[src/rtl/evt_irq_pkg.sv]
package evt_irq_pkg;

  // Kind of clear applied when a read window closes
  typedef enum logic [1:0] {
    CLR_NONE  = 2'd0,
    CLR_FLAGS = 2'd1,
    CLR_ALL   = 2'd2
  } clr_kind_e;

  // Width of a down-counter that must hold values 0..n-1
  function automatic int unsigned cnt_width(input int unsigned n);
    return (n <= 2) ? 1 : $clog2(n);
  endfunction

endpackage

[src/rtl/rd_window_trk.sv]
module rd_window_trk
  import evt_irq_pkg::*;
(
  input  logic      clk,
  input  logic      rst_n,
  input  logic      rd_start_i,
  input  logic      rd_flag_i,
  input  logic      rd_mask_i,
  input  logic      stop_i,
  output logic      hold_o,
  output clr_kind_e clr_o
);

  logic win_q, win_n;
  logic frd_q, frd_n;
  logic end_both, end_stop;

  assign end_both = win_q & rd_mask_i;
  assign end_stop = win_q & stop_i & ~rd_mask_i;

  always_comb begin
    win_n = win_q;
    frd_n = frd_q;
    if (end_both || end_stop) begin
      win_n = 1'b0;
      frd_n = 1'b0;
    end else if (win_q) begin
      if (rd_flag_i) frd_n = 1'b1;
    end else if (rd_start_i) begin
      win_n = 1'b1;
      frd_n = 1'b0;
    end
  end

  always_comb begin
    clr_o = CLR_NONE;
    if (end_both)                              clr_o = CLR_ALL;
    else if (end_stop && (frd_q || rd_flag_i)) clr_o = CLR_FLAGS;
  end

  assign hold_o = win_q & ~(end_both | end_stop);

  always_ff @(posedge clk or negedge rst_n) begin
    if (!rst_n) begin
      win_q <= 1'b0;
      frd_q <= 1'b0;
    end else begin
      win_q <= win_n;
      frd_q <= frd_n;
    end
  end

  // A clear may only be issued for a window that was open
  assert_clear_in_window_R7: assert property (@(posedge clk) disable iff (!rst_n)
    (clr_o != CLR_NONE) |-> win_q);

  // A closed window is closed on the next cycle
  assert_window_closes_R9: assert property (@(posedge clk) disable iff (!rst_n)
    (win_q && !hold_o) |=> !win_q);

endmodule

[src/rtl/evt_flag_bank.sv]
module evt_flag_bank
  import evt_irq_pkg::*;
#(
  parameter int unsigned     NF      = 8,
  parameter logic [NF-1:0]   MRD_CLR = 8'h03
) (
  input  logic          clk,
  input  logic          rst_n,
  input  logic [NF-1:0] evt_i,
  input  logic          hold_i,
  input  clr_kind_e     clr_i,
  output logic [NF-1:0] flag_o
);

  logic [NF-1:0] flag_q, flag_n;
  logic [NF-1:0] pend_q, pend_n;
  logic [NF-1:0] clr_vec;

  always_comb begin
    unique case (clr_i)
      CLR_ALL:   clr_vec = '1;
      CLR_FLAGS: clr_vec = ~MRD_CLR;
      default:   clr_vec = '0;
    endcase
  end

  always_comb begin
    flag_n = flag_q;
    pend_n = pend_q;
    if (hold_i) begin
      pend_n = pend_q | evt_i;
    end else begin
      flag_n = (flag_q & ~clr_vec) | pend_q | evt_i;
      pend_n = '0;
    end
  end

  always_ff @(posedge clk or negedge rst_n) begin
    if (!rst_n) begin
      flag_q <= '0;
      pend_q <= '0;
    end else begin
      flag_q <= flag_n;
      pend_q <= pend_n;
    end
  end

  assign flag_o = flag_q;

  assert_flags_sticky_R2: assert property (@(posedge clk) disable iff (!rst_n)
    (!hold_i && clr_i == CLR_NONE) |=> ((flag_q & $past(flag_q)) == $past(flag_q)));

  assert_hold_frozen_R9: assert property (@(posedge clk) disable iff (!rst_n)
    hold_i |=> $stable(flag_q));

  assert_full_clear_R7: assert property (@(posedge clk) disable iff (!rst_n)
    (clr_i == CLR_ALL) |=> ((flag_q & ~$past(pend_q | evt_i)) == '0));

  assert_keep_mrd_R8: assert property (@(posedge clk) disable iff (!rst_n)
    (clr_i == CLR_FLAGS) |=>
      ((flag_q & MRD_CLR) == (($past(flag_q) | $past(pend_q) | $past(evt_i)) & MRD_CLR)));

endmodule

[src/rtl/evt_mask_reg.sv]
module evt_mask_reg #(
  parameter int unsigned NF = 8
) (
  input  logic          clk,
  input  logic          rst_n,
  input  logic          wr_i,
  input  logic [NF-1:0] wdata_i,
  input  logic          clr_all_i,
  output logic [NF-1:0] mask_o
);

  logic [NF-1:0] mask_q, mask_n;
  logic          mask_en;

  assign mask_en = wr_i | clr_all_i;

  always_comb begin
    mask_n = mask_q;
    if (clr_all_i)  mask_n = '0;
    else if (wr_i)  mask_n = wdata_i;
  end

  always_ff @(posedge clk or negedge rst_n) begin
    if (!rst_n)       mask_q <= '0;
    else if (mask_en) mask_q <= mask_n;
  end

  assign mask_o = mask_q;

  assert_mask_cleared_R7: assert property (@(posedge clk) disable iff (!rst_n)
    clr_all_i |=> (mask_q == '0));

  assert_mask_holds_R8: assert property (@(posedge clk) disable iff (!rst_n)
    (!wr_i && !clr_all_i) |=> $stable(mask_q));

endmodule

[src/rtl/irq_oneshot.sv]
module irq_oneshot
  import evt_irq_pkg::*;
#(
  parameter int unsigned NF        = 8,
  parameter int unsigned PULSE_CYC = 4096
) (
  input  logic          clk,
  input  logic          rst_n,
  input  logic [NF-1:0] flag_i,
  input  logic [NF-1:0] mask_i,
  input  logic          clr_all_i,
  input  logic          mask_wr_i,
  output logic          irq_n_o
);

  localparam int unsigned CW = cnt_width(PULSE_CYC);
  localparam logic [CW-1:0] CNT_LOAD = CW'(PULSE_CYC - 1);

  logic          pulse_q, pulse_n;
  logic [CW-1:0] cnt_q, cnt_n;
  logic          armed_q, armed_n;
  logic          seen_q, seen_n;
  logic          fire;
  logic          pulse_en;

  assign fire     = armed_q & ~pulse_q & ~clr_all_i & (|(flag_i & mask_i));
  assign pulse_en = fire | pulse_q;

  always_comb begin
    pulse_n = pulse_q;
    cnt_n   = cnt_q;
    if (fire) begin
      pulse_n = 1'b1;
      cnt_n   = CNT_LOAD;
    end else if (pulse_q) begin
      if (clr_all_i || cnt_q == '0) pulse_n = 1'b0;
      else                          cnt_n   = cnt_q - 1'b1;
    end
  end

  always_comb begin
    armed_n = armed_q;
    seen_n  = seen_q;
    if (fire) begin
      armed_n = 1'b0;
    end else if (mask_wr_i && seen_q) begin
      armed_n = 1'b1;
      seen_n  = 1'b0;
    end
    if (clr_all_i) seen_n = 1'b1;
  end

  always_ff @(posedge clk or negedge rst_n) begin
    if (!rst_n) begin
      pulse_q <= 1'b0;
      cnt_q   <= '0;
    end else if (pulse_en) begin
      pulse_q <= pulse_n;
      cnt_q   <= cnt_n;
    end
  end

  always_ff @(posedge clk or negedge rst_n) begin
    if (!rst_n) begin
      armed_q <= 1'b1;
      seen_q  <= 1'b0;
    end else begin
      armed_q <= armed_n;
      seen_q  <= seen_n;
    end
  end

  assign irq_n_o = ~pulse_q;

  // Checker-side run-length counter of the low time
  logic [31:0] low_run_q;
  always_ff @(posedge clk or negedge rst_n) begin
    if (!rst_n)        low_run_q <= '0;
    else if (pulse_q)  low_run_q <= low_run_q + 1;
    else               low_run_q <= '0;
  end

  assert_low_bounded_R4: assert property (@(posedge clk) disable iff (!rst_n)
    low_run_q <= PULSE_CYC);

  assert_fire_needs_arm_R5: assert property (@(posedge clk) disable iff (!rst_n)
    $rose(pulse_q) |-> $past(armed_q));

  assert_fire_disarms_R10: assert property (@(posedge clk) disable iff (!rst_n)
    $rose(pulse_q) |-> !armed_q);

  assert_read_ends_pulse_R7: assert property (@(posedge clk) disable iff (!rst_n)
    clr_all_i |=> !pulse_q);

endmodule

[src/rtl/evt_irq_ctrl.sv]
module evt_irq_ctrl
  import evt_irq_pkg::*;
#(
  parameter int unsigned   NF        = 8,
  parameter logic [NF-1:0] MRD_CLR   = 8'h03,
  parameter int unsigned   PULSE_CYC = 4096
) (
  input  logic          clk,
  input  logic          rst_n,
  input  logic [NF-1:0] evt_i,
  input  logic          rd_start_i,
  input  logic          rd_flag_i,
  input  logic          rd_mask_i,
  input  logic          stop_i,
  input  logic          mask_wr_i,
  input  logic [NF-1:0] mask_wdata_i,
  output logic [NF-1:0] flag_o,
  output logic [NF-1:0] mask_o,
  output logic          irq_n_o
);

  logic          hold;
  clr_kind_e     clr_kind;
  logic          clr_all;
  logic [NF-1:0] flag_w;
  logic [NF-1:0] mask_w;

  assign clr_all = (clr_kind == CLR_ALL);

  rd_window_trk u_win (
    .clk        (clk),
    .rst_n      (rst_n),
    .rd_start_i (rd_start_i),
    .rd_flag_i  (rd_flag_i),
    .rd_mask_i  (rd_mask_i),
    .stop_i     (stop_i),
    .hold_o     (hold),
    .clr_o      (clr_kind)
  );

  evt_flag_bank #(.NF(NF), .MRD_CLR(MRD_CLR)) u_flags (
    .clk    (clk),
    .rst_n  (rst_n),
    .evt_i  (evt_i),
    .hold_i (hold),
    .clr_i  (clr_kind),
    .flag_o (flag_w)
  );

  evt_mask_reg #(.NF(NF)) u_mask (
    .clk       (clk),
    .rst_n     (rst_n),
    .wr_i      (mask_wr_i),
    .wdata_i   (mask_wdata_i),
    .clr_all_i (clr_all),
    .mask_o    (mask_w)
  );

  irq_oneshot #(.NF(NF), .PULSE_CYC(PULSE_CYC)) u_irq (
    .clk       (clk),
    .rst_n     (rst_n),
    .flag_i    (flag_w),
    .mask_i    (mask_w),
    .clr_all_i (clr_all),
    .mask_wr_i (mask_wr_i),
    .irq_n_o   (irq_n_o)
  );

  assign flag_o = flag_w;
  assign mask_o = mask_w;

  assert_reset_quiet_R1: assert property (@(posedge clk) disable iff (!rst_n)
    $rose(rst_n) |-> (irq_n_o && flag_o == '0 && mask_o == '0));

  assert_unmasked_quiet_R3: assert property (@(posedge clk) disable iff (!rst_n)
    ($past(mask_o) == '0 && mask_o == '0 && irq_n_o) |=> irq_n_o);

endmodule

[config.mk]
export PLATFORM = sky130hd
export DESIGN_NAME = evt_irq_ctrl
export DESIGN_NICKNAME = d
export VERILOG_FILES = /design/src/rtl/evt_irq_pkg.sv /design/src/rtl/rd_window_trk.sv /design/src/rtl/evt_flag_bank.sv /design/src/rtl/evt_mask_reg.sv /design/src/rtl/irq_oneshot.sv /design/src/rtl/evt_irq_ctrl.sv
export SDC_FILE = /design/constraint.sdc
export NUM_CORES = 1
export LEC_CHECK = 0
export BUFFER_PORTS_ARGS = -buffer_cell sky130_fd_sc_hd__buf_2
export CAP_MARGIN = 5
export CORE_MARGIN = 5
export CORE_UTILIZATION = 30
export CTS_BUF_LIST = sky130_fd_sc_hd__clkbuf_4 sky130_fd_sc_hd__clkbuf_8 sky130_fd_sc_hd__clkbuf_16
export DETAILED_ROUTE_END_ITERATION = 6
export GPL_ROUTABILITY_DRIVEN = 0
export GPL_TIMING_DRIVEN = 0
export PLACE_DENSITY_LB_ADDON = 0.25
export SYNTH_ARGS = -nofsm -noshare
export SYNTH_HDL_FRONTEND = slang
export SYNTH_SLANG_ARGS = --single-unit
[constraint.sdc]
create_clock -name clk -period 2 [get_ports clk]
set_input_delay 0.2 -clock clk [delete_from_list [all_inputs] [get_ports clk]]
set_output_delay 0.2 -clock clk [all_outputs]
set_load 0.05 [all_outputs]
; ---- Word level (Yosys, flattened, before mapping)
; Index checks and enable logic that the tools add are counted.
[totals]
input_bits = 23
out_inout_bits = 17
reg_bits = 41
elab_cells = 75
[classes]
n_bitwise = 20
n_eq_ne = 5
muxes = 24
addsub = 1
reduce_logical = 16
[ops]
columns = cell, count
row1 = $mux 12, 3
row2 = $mux 8, 3
row3 = $or 8x8->8, 3
row4 = $and 8x8->8, 2
row5 = $mux 1, 16
row6 = $pmux 8 s2, 1
row7 = $logic_not 12->1, 1
row8 = $sub 12x1->12 const B, 1
row9 = $not 8->8, 1
row10 = $reduce_bool 2->1, 4
row11 = $reduce_or 8->1, 1
row12 = $and 1x1->1, 7
row13 = $reduce_and 2->1, 3
row14 = $ne 2x1->1 const B, 2
row15 = $not 1->1, 4
row16 = $logic_or 1x1->1, 3
row17 = $ne 3x3->1 const B, 1
row18 = $or 1x1->1, 3
row19 = $reduce_and 3->1, 1
row20 = $reduce_bool 3->1, 1
row21 = $eq 2x1->1 const B, 1
row22 = $eq 2x2->1 const B, 1
row23 = $logic_and 1x1->1, 2
row24 = $mux 2, 1

; ---- Logic depth before layout (Yosys ltp)
; Gate-level depths: netlist of run 1.
[depth]
depth_word = 11
depth_mapped = 7
ltp_nobuf = 6

; ---- By module
; Synthesis of run 1 repeated with hierarchy kept, for this count alone.
[hier_totals]
cells_unflattened = 169
hier_area_um2 = 1863.0
[by_module_without_submodules]
columns = module, cells_each, seq_area_each_um2, n_inst, area_each_um2
row1 = irq_oneshot, 85, 376.6, 1, 813.3
row2 = evt_flag_bank, 46, 400.4, 1, 595.6
row3 = evt_mask_reg, 26, 200.2, 1, 325.3
row4 = rd_window_trk, 11, 50.0, 1, 115.1
row5 = evt_irq_ctrl, 1, 0.0, 1, 13.8

; ---- Least setup slack after synthesis of run 1
; Ideal clock, no wire load.
[synth_path]
path_type = register -> register
start = reg u_mask.mask_q[3], in the netlist u_mask.mask_o[3]
end = reg u_irq.cnt_q[9]
synth_period_minus_slack_ns = 1.611
setup_ns = 0.156
stages_incl_launch_ff = 6
path_slack_ns = 0.389
path_buffers = 1
arrival_ns = 1.456
required_ns = 1.844
path_cell_list = dfrtp_1 a22oi_1 nand4_1 nand2_1 clkbuf_1 o311ai_0
[synth_via]
elab_chain_cells = 5
elab_cells_between_ends = 8
cone_classes = 1 x eq/ne / 1 x mux / 3 x bitwise / 3 x reduce/logical
[synth_rtl]
columns = item, line_no
row1 = "start, declared", evt_mask_reg.sv:12  ; logic [NF-1:0] mask_q, mask_n;
row2 = "start signal, assigned", evt_mask_reg.sv:25  ; else if (mask_en) mask_q <= mask_n;
row3 = $and 8x8->8 *, irq_oneshot.sv:26  ; assign fire = armed_q & ~pulse_q & ~clr_all_i & (|(flag_i & mask_i));
row4 = $reduce_or 8->1 *, irq_oneshot.sv:26
row5 = $and 1x1->1 *, irq_oneshot.sv:26
row6 = "$ne 2x1->1 (no source line), or another cell as far along", n/a
row7 = $reduce_and 3->1 (no source line), n/a
row8 = "end signal, assigned", irq_oneshot.sv:59  ; cnt_q <= cnt_n;
row9 = "end, declared", irq_oneshot.sv:20  ; logic [CW-1:0] cnt_q, cnt_n;
; Every way passes the cells marked *; elsewhere a longest branch is shown, timed or not.
; A chain may end at the register's enable or synchronous reset.

; ---- Final worst setup path of run 1
[layout_path]
start = reg u_irq.cnt_q[4]
end = reg u_irq.cnt_q[9]
[layout_via]
elab_chain_cells = 4
elab_cells_between_ends = 8
cone_classes = 1 x add/sub / 1 x eq/ne / 3 x mux / 3 x reduce/logical
[layout_rtl]
columns = item, line_no
row1 = $sub 12x1->12 or $logic_not 12->1 (tied branches), "irq_oneshot.sv:37, irq_oneshot.sv:36"
row2 = $mux 12 or $logic_or 1x1->1 (tied branches), irq_oneshot.sv:36  ; if (clr_all_i || cnt_q == '0) pulse_n = 1'b0;
row3 = $mux 12 or $ne 2x1->1 (tied branches), n/a
row4 = $mux 12 or $reduce_and 3->1 (tied branches), n/a
; Several ways; a longest one is shown, not always the timed one. The select of a mux whose other input is x is not followed.

==> results of run 1 <==
-- layer usage --
metal | GRT usage (%) | up-vias | wire length (um)
met5 | 0 | - | 0
met4 | 3.82 | 0 | 51
met3 | 3.23 | 6 | 162
met2 | 18.6 | 25 | 1910
met1 | 15.2 | 684 | 1930
li1 | - | 694 | -
-- synth_stat cells (all sizes together), types with 2 or more instances --
master | count | area (um^2)
inv | 4 | 15.0
o211ai | 2 | 15.0
o41ai | 2 | 17.5
a21oi | 5 | 25.0
dfrtp | 40 | 1000
clkbuf | 4 | 15.0
mux2i | 8 | 80.1
ha | 2 | 25.0
nand2 | 13 | 48.8
nor2 | 25 | 93.8
nor3b | 2 | 15.0
o31ai | 5 | 37.5
and3 | 3 | 18.8
or2 | 2 | 12.5
nand3 | 8 | 40.0
o21ai | 15 | 75.1
a22oi | 4 | 30.0
or3 | 5 | 37.5
nor4 | 2 | 18.8
or4 | 3 | 22.5
o311ai | 4 | 35.0
-- cell type report --
| cell class | instances | area, um^2 | area share [%] |
|---|---|---|---|
| Buffer | 5 | 20.0 | 0.916 |
| Clock buffer | 5 | 68.8 | 3.15 |
| Clock inverter | 3 | 65.1 | 2.98 |
| Inverter | 4 | 15.0 | 0.687 |
| Multi-Input combinational cell | 117 | 704 | 32.2 |
| Sequential cell | 41 | 1030 | 47.0 |
| Tap cell | 75 | 93.8 | 4.30 |
| Timing Repair Buffer | 38 | 190 | 8.71 |
-- sequential cells by signal, summed over array words and instances, names as in the netlist --
signal and cells:
u_irq.cnt_q 12, u_flags.pend_q 8, u_win.frd_q 1, u_win.win_q 1
u_irq.seen_q 1, u_flags.flag_o 8, u_irq.armed_q 1, u_irq.pulse_q 1
u_mask.mask_o 8
-- cells by family after synthesis --
kind of cell,Yosys count,share of synthesized area [%]
and+or+nand+nor,66,18.6
AOI/OAI and AO/OA,41,15.3
DFF,41,58.1
buffers and inverters,9,1.98
muxes,8,4.53
adders and majority gates,2,1.42
-- report_power, final --
| group | leakage [uW] | internal (uW) | switching (uW) |
|---|---|---|---|
| clock | 0.0000681 | 496 | 280 |
| combinational | 0.000448 | 169 | 407 |
| sequential | 0.000461 | 946 | 93.3 |
-- worst max-delay path, delay by kind of cell, from the launching register on --
family / cells / cell delay, ps
AOI/OAI and AO/OA: 3 / 690
and+or+nand+nor: 1 / 350
buffers and inverters: 1 / 180
DFF: 1 / 420
-- per-stage QoR --
stage	util (%)	power [uW]	instances	cell area, um^2
2_1_floorplan	-	1460	167	1770
3_3_place_gp	35.3	1630	280	2050
3_5_place_dp	35.3	1640	280	2050
4_1_cts	37.6	2430	288	2180
5_1_grt	37.6	2540	288	2180
6_report	37.6	2390	288	2180
-- path summary, 6_finish.rpt --
check | endpoint | slack [ps]
worst max-delay path | u_irq.cnt_q[9] | 210
worst min-delay path | u_irq.cnt_q[6] | 40
worst min register to register | u_flags.pend_q[6] | 480
worst max register to register | u_irq.cnt_q[9] | 210
max in group asynchronous | u_irq.cnt_q[11] | 1380
min in group clk | u_flags.pend_q[2] | 140
==> impl_results.md, run 1 <==
* Worst R2R Start: u_irq.cnt_q[4]
* Setup ws final at 212 ps
* Gr usage total at 11.6%
* Number of detailed-route iterations in the first pass at 4
* Core Area at 5820 um^2
* Power Density at 1090 nW/um^2
* PostCTS Resize Cnt at 0
* Port bufs at 38
* Post-CTS Setup Bufs at 0
* Sequential area share after synthesis at 58.1%
* Rows at 28
* Seq cells post-synth at 41
* Die H at 86.7 um
* Top_reg_cell synth: dfrtp_1
* CTS H-tree lvls at 2
* Mean Syn Cell Area at 10.6 um^2
* Share of layout cells above drive strength 1 at 25.8%
* DR iter-0 viols at 51
* Nets at 237
* CTS clk-pin slew, worst paths at 80 ps
* Slowest stage delay, CP at 420 ps
* CP max FO at 10
* Post-synthesis cell area at 1770 um^2
* WHS at 40.0 ps
* Syn_nets at 192
* Max-slew headroom at 38.7%
* Min Clock Period, post-route at 1790 ps
* Status: finished clean
* Mapped Cells at 167
* Startpoint types: flop
* VDD IR max at 0.390 mV
* Vias at 1409
* Maxcap violations at 0
* Yosys synthesis warning count at 0
* DR WL/cell at 14.1 um
* CP max-delay cell: dfrtp_1
* N_diodes at 0
* Clock skew at 4.71 ps
* Crit path cell chain: nor4_2 -> a21bo_2 -> buf_2 -> o31ai_1 -> o311ai_0
* Tcrit/Tclk final at 89.4%
* Number of synthesized flops with an enable pin at 0
* CTS tree: done
* Most frequent cells in the layout: 40 x dfrtp_1, 39 x buf_2, 25 x nor2_1
* CTS Buf Count at 5
* Maximum buffer depth of the clock tree at 2
* DP Wirelength at 2.97 mm
* First-pass GRT wire length at 6.82 mm
* Crit end category: flop
* Vias in the first global route at 1425
* Async SR Flop Fraction at 100%
* Netlist cell types at 35
* Post-route DRC at 0
* Antenna viol nets, final at 0
* Routed vias/inst at 4.89
* Crit path DAT at 1920 ps
* Crit Path Class: flop to flop
* Commonest non-fill, non-tap cell in the layout: dfrtp_1
* Fill cells at 638
* Final-report hold violation count at 0
* # hold bufs at CTS at 0
* Worst-Skew Late Latency at 290 ps
* Fmax at 559 MHz
* Die area at 7520 um^2
* Final setup fails at 0
* Routed WL at 4.06 mm
* Worst slack, placed at 213 ps
* Initial Util at 30.4%
* Horiz. Die Dim at 86.7 um
* Clock sink count at 41
* Largest net degree at the start of global routing at 42
* Aggregate global routing overflow at 0
* Crit path required time at 2130 ps
* I/O pin count at 40
* Initial antenna violation count at 0
* Area Growth Syn to Fin at 23.7%
* Cell leakage power at 0.000978 uW
* Clk root buf: clkbuf_8
* Max Slew Vio Count at 0
* Tightest Pin Transition at 919 ps
* RSZ-0062 raised after global routing: false
* Worst Hold Class: input port to async pin
* Setup tns final at 0 ps
* Beginning of the critical path: u_irq.cnt_q[4]
* Reg2reg path depth at 5
No activity file was read; power rests on OpenSTA's default activity.
==> inputs of run 2 (changes only) <==
clock period = 1.59 ns   (was 2 ns; I/O delays follow)
==> run 2 against run 1 <==
  * The run now ends with negative hold slack, negative setup slack left
  * Critical endpoint is now u_irq.cnt_q[11]
  * Total power is 21% higher
  * Die area stayed put
  * Largest power group unchanged
  * Global-route usage is 0.64 points higher
  * Flip-flop and latch count stayed put
==> impl_results.md, run 2 (synthesis gave the netlist of run 1 again) <==
* DP Wirelength at 2.95 mm
* CTS Buf Count at 5
* Clk root buf: clkbuf_8
* Cell count after placement at 280
* Crit Path Class: flop to flop
* Tightest Pin Transition at 913 ps
* RSZ-0062 raised after global routing: true
* Status: finished with violations
* Rows at 28
* Cell Area, Placed at 2050 um^2
* Clock sink count at 41
* Failing checks: negative hold slack, negative setup slack
* Initial antenna violation count at 0
* CP max-delay cell: dfrtp_1
* Vias at 1459
* CTS H-tree lvls at 2
* Antenna viol nets, final at 0
* Maximum buffer depth of the clock tree at 2
* CP max FO at 5
* Setup ws final at -74.8 ps
* VDD IR max at 0.574 mV
* Startpoint types: flop
* Tcrit/Tclk final at 105%
* Final Non-Filler Cells at 303
* Max-slew headroom at 39.2%
* Crit end category: flop
* Initial Util at 30.4%
* Final setup fails at 2
* Crit path required time at 1770 ps
* N_diodes at 0
* Setup tns final at -121 ps
* Max Slew Vio Count at 0
* Min Clock Period, post-route at 1660 ps
* CTS tree: done
* Share of layout cells above drive strength 1 at 39.0%
* Number of detailed-route iterations in the first pass at 4
* Area Growth Syn to Fin at 34.2%
* Routed WL at 4.41 mm
* Final-report hold violation count at 11
* Register with the most flip-flops: u_irq.cnt_q
* Vias in the first global route at 1431
* Crit path cell chain: or2_1 -> or3_4 -> or3_1 -> o311ai_1
* Max FFs per register at 12
* Core Area at 5820 um^2
* Gr usage total at 12.3%
* WHS at -7.25 ps
* Aggregate global routing overflow at 0
* Die area at 7520 um^2
* Power Density at 1220 nW/um^2
* Port bufs at 38
* Nets at 252
* Largest net degree at the start of global routing at 42
* I/O pin count at 40
* Horiz. Die Dim at 86.7 um
* Worst-Skew Late Latency at 290 ps
* Most frequent cells in the layout: 39 x buf_2, 35 x dfrtp_1, 25 x nor2_1
* CTS clk-pin slew, worst paths at 80 ps
* Worst Hold Class: input port to async pin
* Clock skew at 4.28 ps
* Slowest stage delay, CP at 380 ps
* Routed vias/inst at 4.82
* Cell leakage power at 0.00108 uW
* Post-route DRC at 0
* DR WL/cell at 14.6 um
* First-pass GRT wire length at 7.23 mm
* Die H at 86.7 um
* DR iter-0 viols at 93
* Maxcap violations at 0
* Crit path DAT at 1850 ps
* Commonest non-fill, non-tap cell in the layout: buf_2
* Final Cell Area at 2370 um^2
* Fmax at 601 MHz
run 2: changes by cell type in the layout (fill, tap and decap cells not counted), moves of 3 or more:
cell / previous run / this run
o311ai_0: 3 / 0
o311ai_1: 1 / 4
dfrtp_1: 40 / 35
buf_4: 0 / 14
dfrtp_2: 0 / 5
run 2: routing by layer:
metal / part of all wire (%) / global-route usage [%]
met2: 48 / 20.0
met1: 48 / 16.0
met5: 0 / 0
met4: 1.3 / 4.25
met3: 2.4 / 2.76
run 2: worst paths after layout:
path                                   start                 to  slack [ps]  cells past startpoint
setup / recovery              u_irq.cnt_q[6]    u_irq.cnt_q[11]         -70                      4
hold / removal                         rst_n     u_irq.cnt_q[4]          -7                      1
setup reg to reg              u_irq.cnt_q[6]    u_irq.cnt_q[11]         -70                      4
hold reg to reg            u_flags.pend_q[3]  u_flags.pend_q[3]         480                      2
max in group asynchronous              rst_n        u_win.win_q         960                      1
min in group clk                    evt_i[3]  u_flags.pend_q[3]          90                      3
run 2: through the flow:
stage / worst slack [ps] / hold WS (ps) / utilization [%] / total power (uW)
floorplan: -11.4 / -137 / - / 1830
global placement: -189 / 365 / 35.3 / 2050
detailed placement: -178 / 355 / 35.3 / 2060
CTS: -113 / 37.5 / 38.5 / 2820
global route: -110 / 76.3 / 40.8 / 3100
finish: -74.8 / -7.25 / 40.8 / 2900
run 2: final cells by class:
type / count / area [um^2]
inverter: 4 / 15.0
timing repair buffer: 53 / 300
buffer: 5 / 30.0
clock inverter: 3 / 17.5
fill: 590 / 3440
multi-input combinational: 117 / 812
tap: 75 / 93.8
sequential: 41 / 1030
clock buffer: 5 / 68.8
run 2: where the power goes:
group / switching (uW) / total (uW) / internal [uW]
sequential: 129 / 1320 / 1190
clock: 371 / 674 / 303
combinational: 581 / 905 / 323
run 2: worst max-delay path, delay by kind of cell (launching register included):
kind               cells  cell delay, ps
AOI/OAI and AO/OA      1             250
and+or+nand+nor        3             930
DFF                    1             380
run 2: repair_timing:
item | CTS | global route
gates cloned | 1 | 0
pin swaps | 5 | 8
setup buffers | 7 | 7
setup endpoints to repair | 13 | 21
hold buffers | 0 | 0
resized for setup | 12 | 20
==> inputs of run 3 (changes only) <==
BUFFER_PORTS_ARGS = not set   (was -buffer_cell sky130_fd_sc_hd__buf_2)
DONT_BUFFER_PORTS = 1   (was not set)
==> run 3 against run 2 <==
  * The run ends with negative setup slack left
  * Utilization up 0.56 points
  * Worst hold slack better by 11 ps
  * Final area up 1.4%
  * Fmax up 1.2%
  * Critical path type unchanged
  * Wire length down 0.41%
  * Clock skew up 1.5 ps
  * Register-to-register slack better by 20 ps
  * Largest power group unchanged
  * Clock power up 3.9%
  * Sequential power up 15%
  * Combinational power down 18%
  * Final cell count down 7.9%
  * Largest cell class unchanged
  * First-iteration DRC count up 6.5%
==> impl_results.md, run 3 (synthesis gave the netlist of run 1 again) <==
* Horiz. Die Dim at 86.7 um
* Vias in the first global route at 1394
* Setup ws final at -54.6 ps
* Nets at 228
* Number of detailed-route iterations in the first pass at 4
* Tightest Pin Transition at 625 ps
* I/O pin count at 40
* CTS Buf Count at 5
* Combinational power share at 24.9%
* Part of the power in registers at 51.4%
* Crit path capture: u_irq.cnt_q[11]
* Final core utilization at 41.3%
* Switching share of power at 37.5%
* Tcrit/Tclk final at 103%
* R2R setup slack at -50 ps
* Fmax at 608 MHz
* Clk root buf: clkbuf_8
* Beginning of the critical path: u_irq.cnt_q[6]
* Met3 wire length at 171 um
* Fill cells at 586
* Final Cell Area at 2400 um^2
* DP Wirelength at 2.80 mm
* DR WL/cell at 15.7 um
* Register with the most flip-flops: u_irq.cnt_q
* Most frequent cells in the layout: 25 x nor2_1, 21 x dfrtp_1, 20 x buf_4
* Clock sink count at 41
* Crit Path Class: flop to flop
* Status: finished with violations
* Share of layout cells above drive strength 1 at 40.2%
* Met2 WL post-DR at 2.03 mm
* RSZ-0062 raised after global routing: true
* Setup tns final at -153 ps
* Die area at 7520 um^2
* Routed WL at 4.39 mm
* CP max FO at 4
* Min Clock Period, post-route at 1640 ps
* Top Layer Used: met4
* Crit path cell chain: or2_1 -> or3_4 -> or3_4 -> o311ai_2
* Slowest stage delay, CP at 390 ps
* Cell Area, Placed at 1860 um^2
* WHS at 3.69 ps
* Commonest non-fill, non-tap cell in the layout: nor2_1
* Max FFs per register at 12
* Met1 wire length at 2.10 mm
* CP max-delay cell: dfrtp_1
* CTS clk-pin slew, worst paths at 90 ps
* Aggregate global routing overflow at 0
* P_int at 1850 uW
* Power Density at 1230 nW/um^2
* Max Slew Vio Count at 0
* Clock skew at 5.74 ps
* Rows at 28
* Final setup fails at 4
* Max-slew headroom at 58.3%
* CP most frequent cell: or3_4
* Antenna viol nets, final at 0
* Reg-to-reg endpoint: u_irq.cnt_q[11]
* Failing checks: negative setup slack
* Routed vias/inst at 5.03
* Clk pwr share at 23.7%
* Initial Util at 30.4%
* Area occupied by multi-input gates at 860 um^2
* Core Area at 5820 um^2
* Worst slack, placed at -354 ps
* DR iter-0 viols at 99
* VDD IR max at 0.520 mV
* Area Growth Syn to Fin at 36.0%
* Worst-Skew Late Latency at 290 ps
* NetSw at 1110 uW
* Worst Hold Class: input port to flop
* Vias at 1404
* Crit path required time at 1790 ps
* CTS tree: done
* Reg area at 1050 um^2
* Worst R2R Start: u_irq.cnt_q[6]
* First-pass GRT wire length at 7.48 mm
* Reg2reg path depth at 4
* N_diodes at 0
* Gr usage total at 12.7%
* Crit end category: flop
* Port bufs at 0
* Crit path DAT at 1840 ps
* Initial antenna violation count at 0
* Die H at 86.7 um
* Largest net degree at the start of global routing at 42
* CTS H-tree lvls at 2
* Startpoint types: flop
* Maximum buffer depth of the clock tree at 2
* Post-route DRC at 0
* Final-report hold violation count at 0
* Maxcap violations at 0
* Cell leakage power at 0.00101 uW
-- run 3: cell types whose count changed in the layout (fill, tap and decap cells not counted), moves of 2 or more --
cell	previous run	this run
buf_2	39	0
dlygate4sd3_1	0	8
o21ai_0	15	13
dfrtp_2	5	19
buf_4	14	20
clkinv_4	0	2
dfrtp_1	35	21
a22oi_2	0	3
o21ai_1	0	2
a22oi_1	4	1
-- run 3: final cells by class --
class                           instances  share of cell area (%)
Sequential cell                        41                    43.7
Multi-Input combinational cell        117                    35.8
Timing Repair Buffer                   29                    10.6
Tap cell                               75                    3.90
Clock buffer                            5                    2.86
Buffer                                  5                    1.46
Clock inverter                          3                   0.937
Inverter                                4                   0.781
-- run 3: repair_timing --
item / CTS / global route
buffers inserted: 9 / 11
endpoints found under the hold margin: 48 / 0
pin swaps: 9 / 11
endpoints found under the setup margin: 13 / 21
resized for setup: 36 / 25
hold buffers: 9 / 0
-- run 3: power by group through the flow --
stage / sequential [uW] / combinational, uW / clock [uW]
global placement: 1510 / 443 / 0
finish: 1520 / 738 / 700
floorplan: 1470 / 362 / 0
detailed placement: 1510 / 448 / 0
CTS: 1500 / 620 / 720
global route: 1540 / 835 / 764
-- run 3: worst min path at each step --
stage                    start                end  slack [ps]  cells past startpoint
2_1_floorplan            rst_n  u_flags.flag_o[0]        -140                      0
3_3_place_gp             rst_n     u_irq.cnt_q[7]        -130                      0
3_5_place_dp             rst_n     u_irq.cnt_q[8]        -130                      0
4_1_cts               evt_i[2]  u_flags.pend_q[2]           1                      2
5_1_grt        mask_wdata_i[3]   u_mask.mask_o[3]          20                      2
6_report              evt_i[2]  u_flags.pend_q[2]           4                      2
-- run 3: metrics by stage --
step | instances | total power [uW]
floorplan | 167 | 1830
global placement | 242 | 1950
detailed placement | 242 | 1960
CTS | 268 | 2840
global route | 279 | 3140
finish | 279 | 2960
-- run 3: worst max-delay path, delay by kind of cell (launching register included) --
family           cells  cell delay (ps)
AND/OR/NAND/NOR      3              940
flip-flops           1              390
AO/OA/AOI/OAI        1              220
-- run 3: routing by layer --
layer / vias up / GRT usage (%)
met1: 689 / 17.9
met2: 26 / 18.6
met5: - / 0
met3: 8 / 3.42
li1: 681 / -
met4: 0 / 4.67
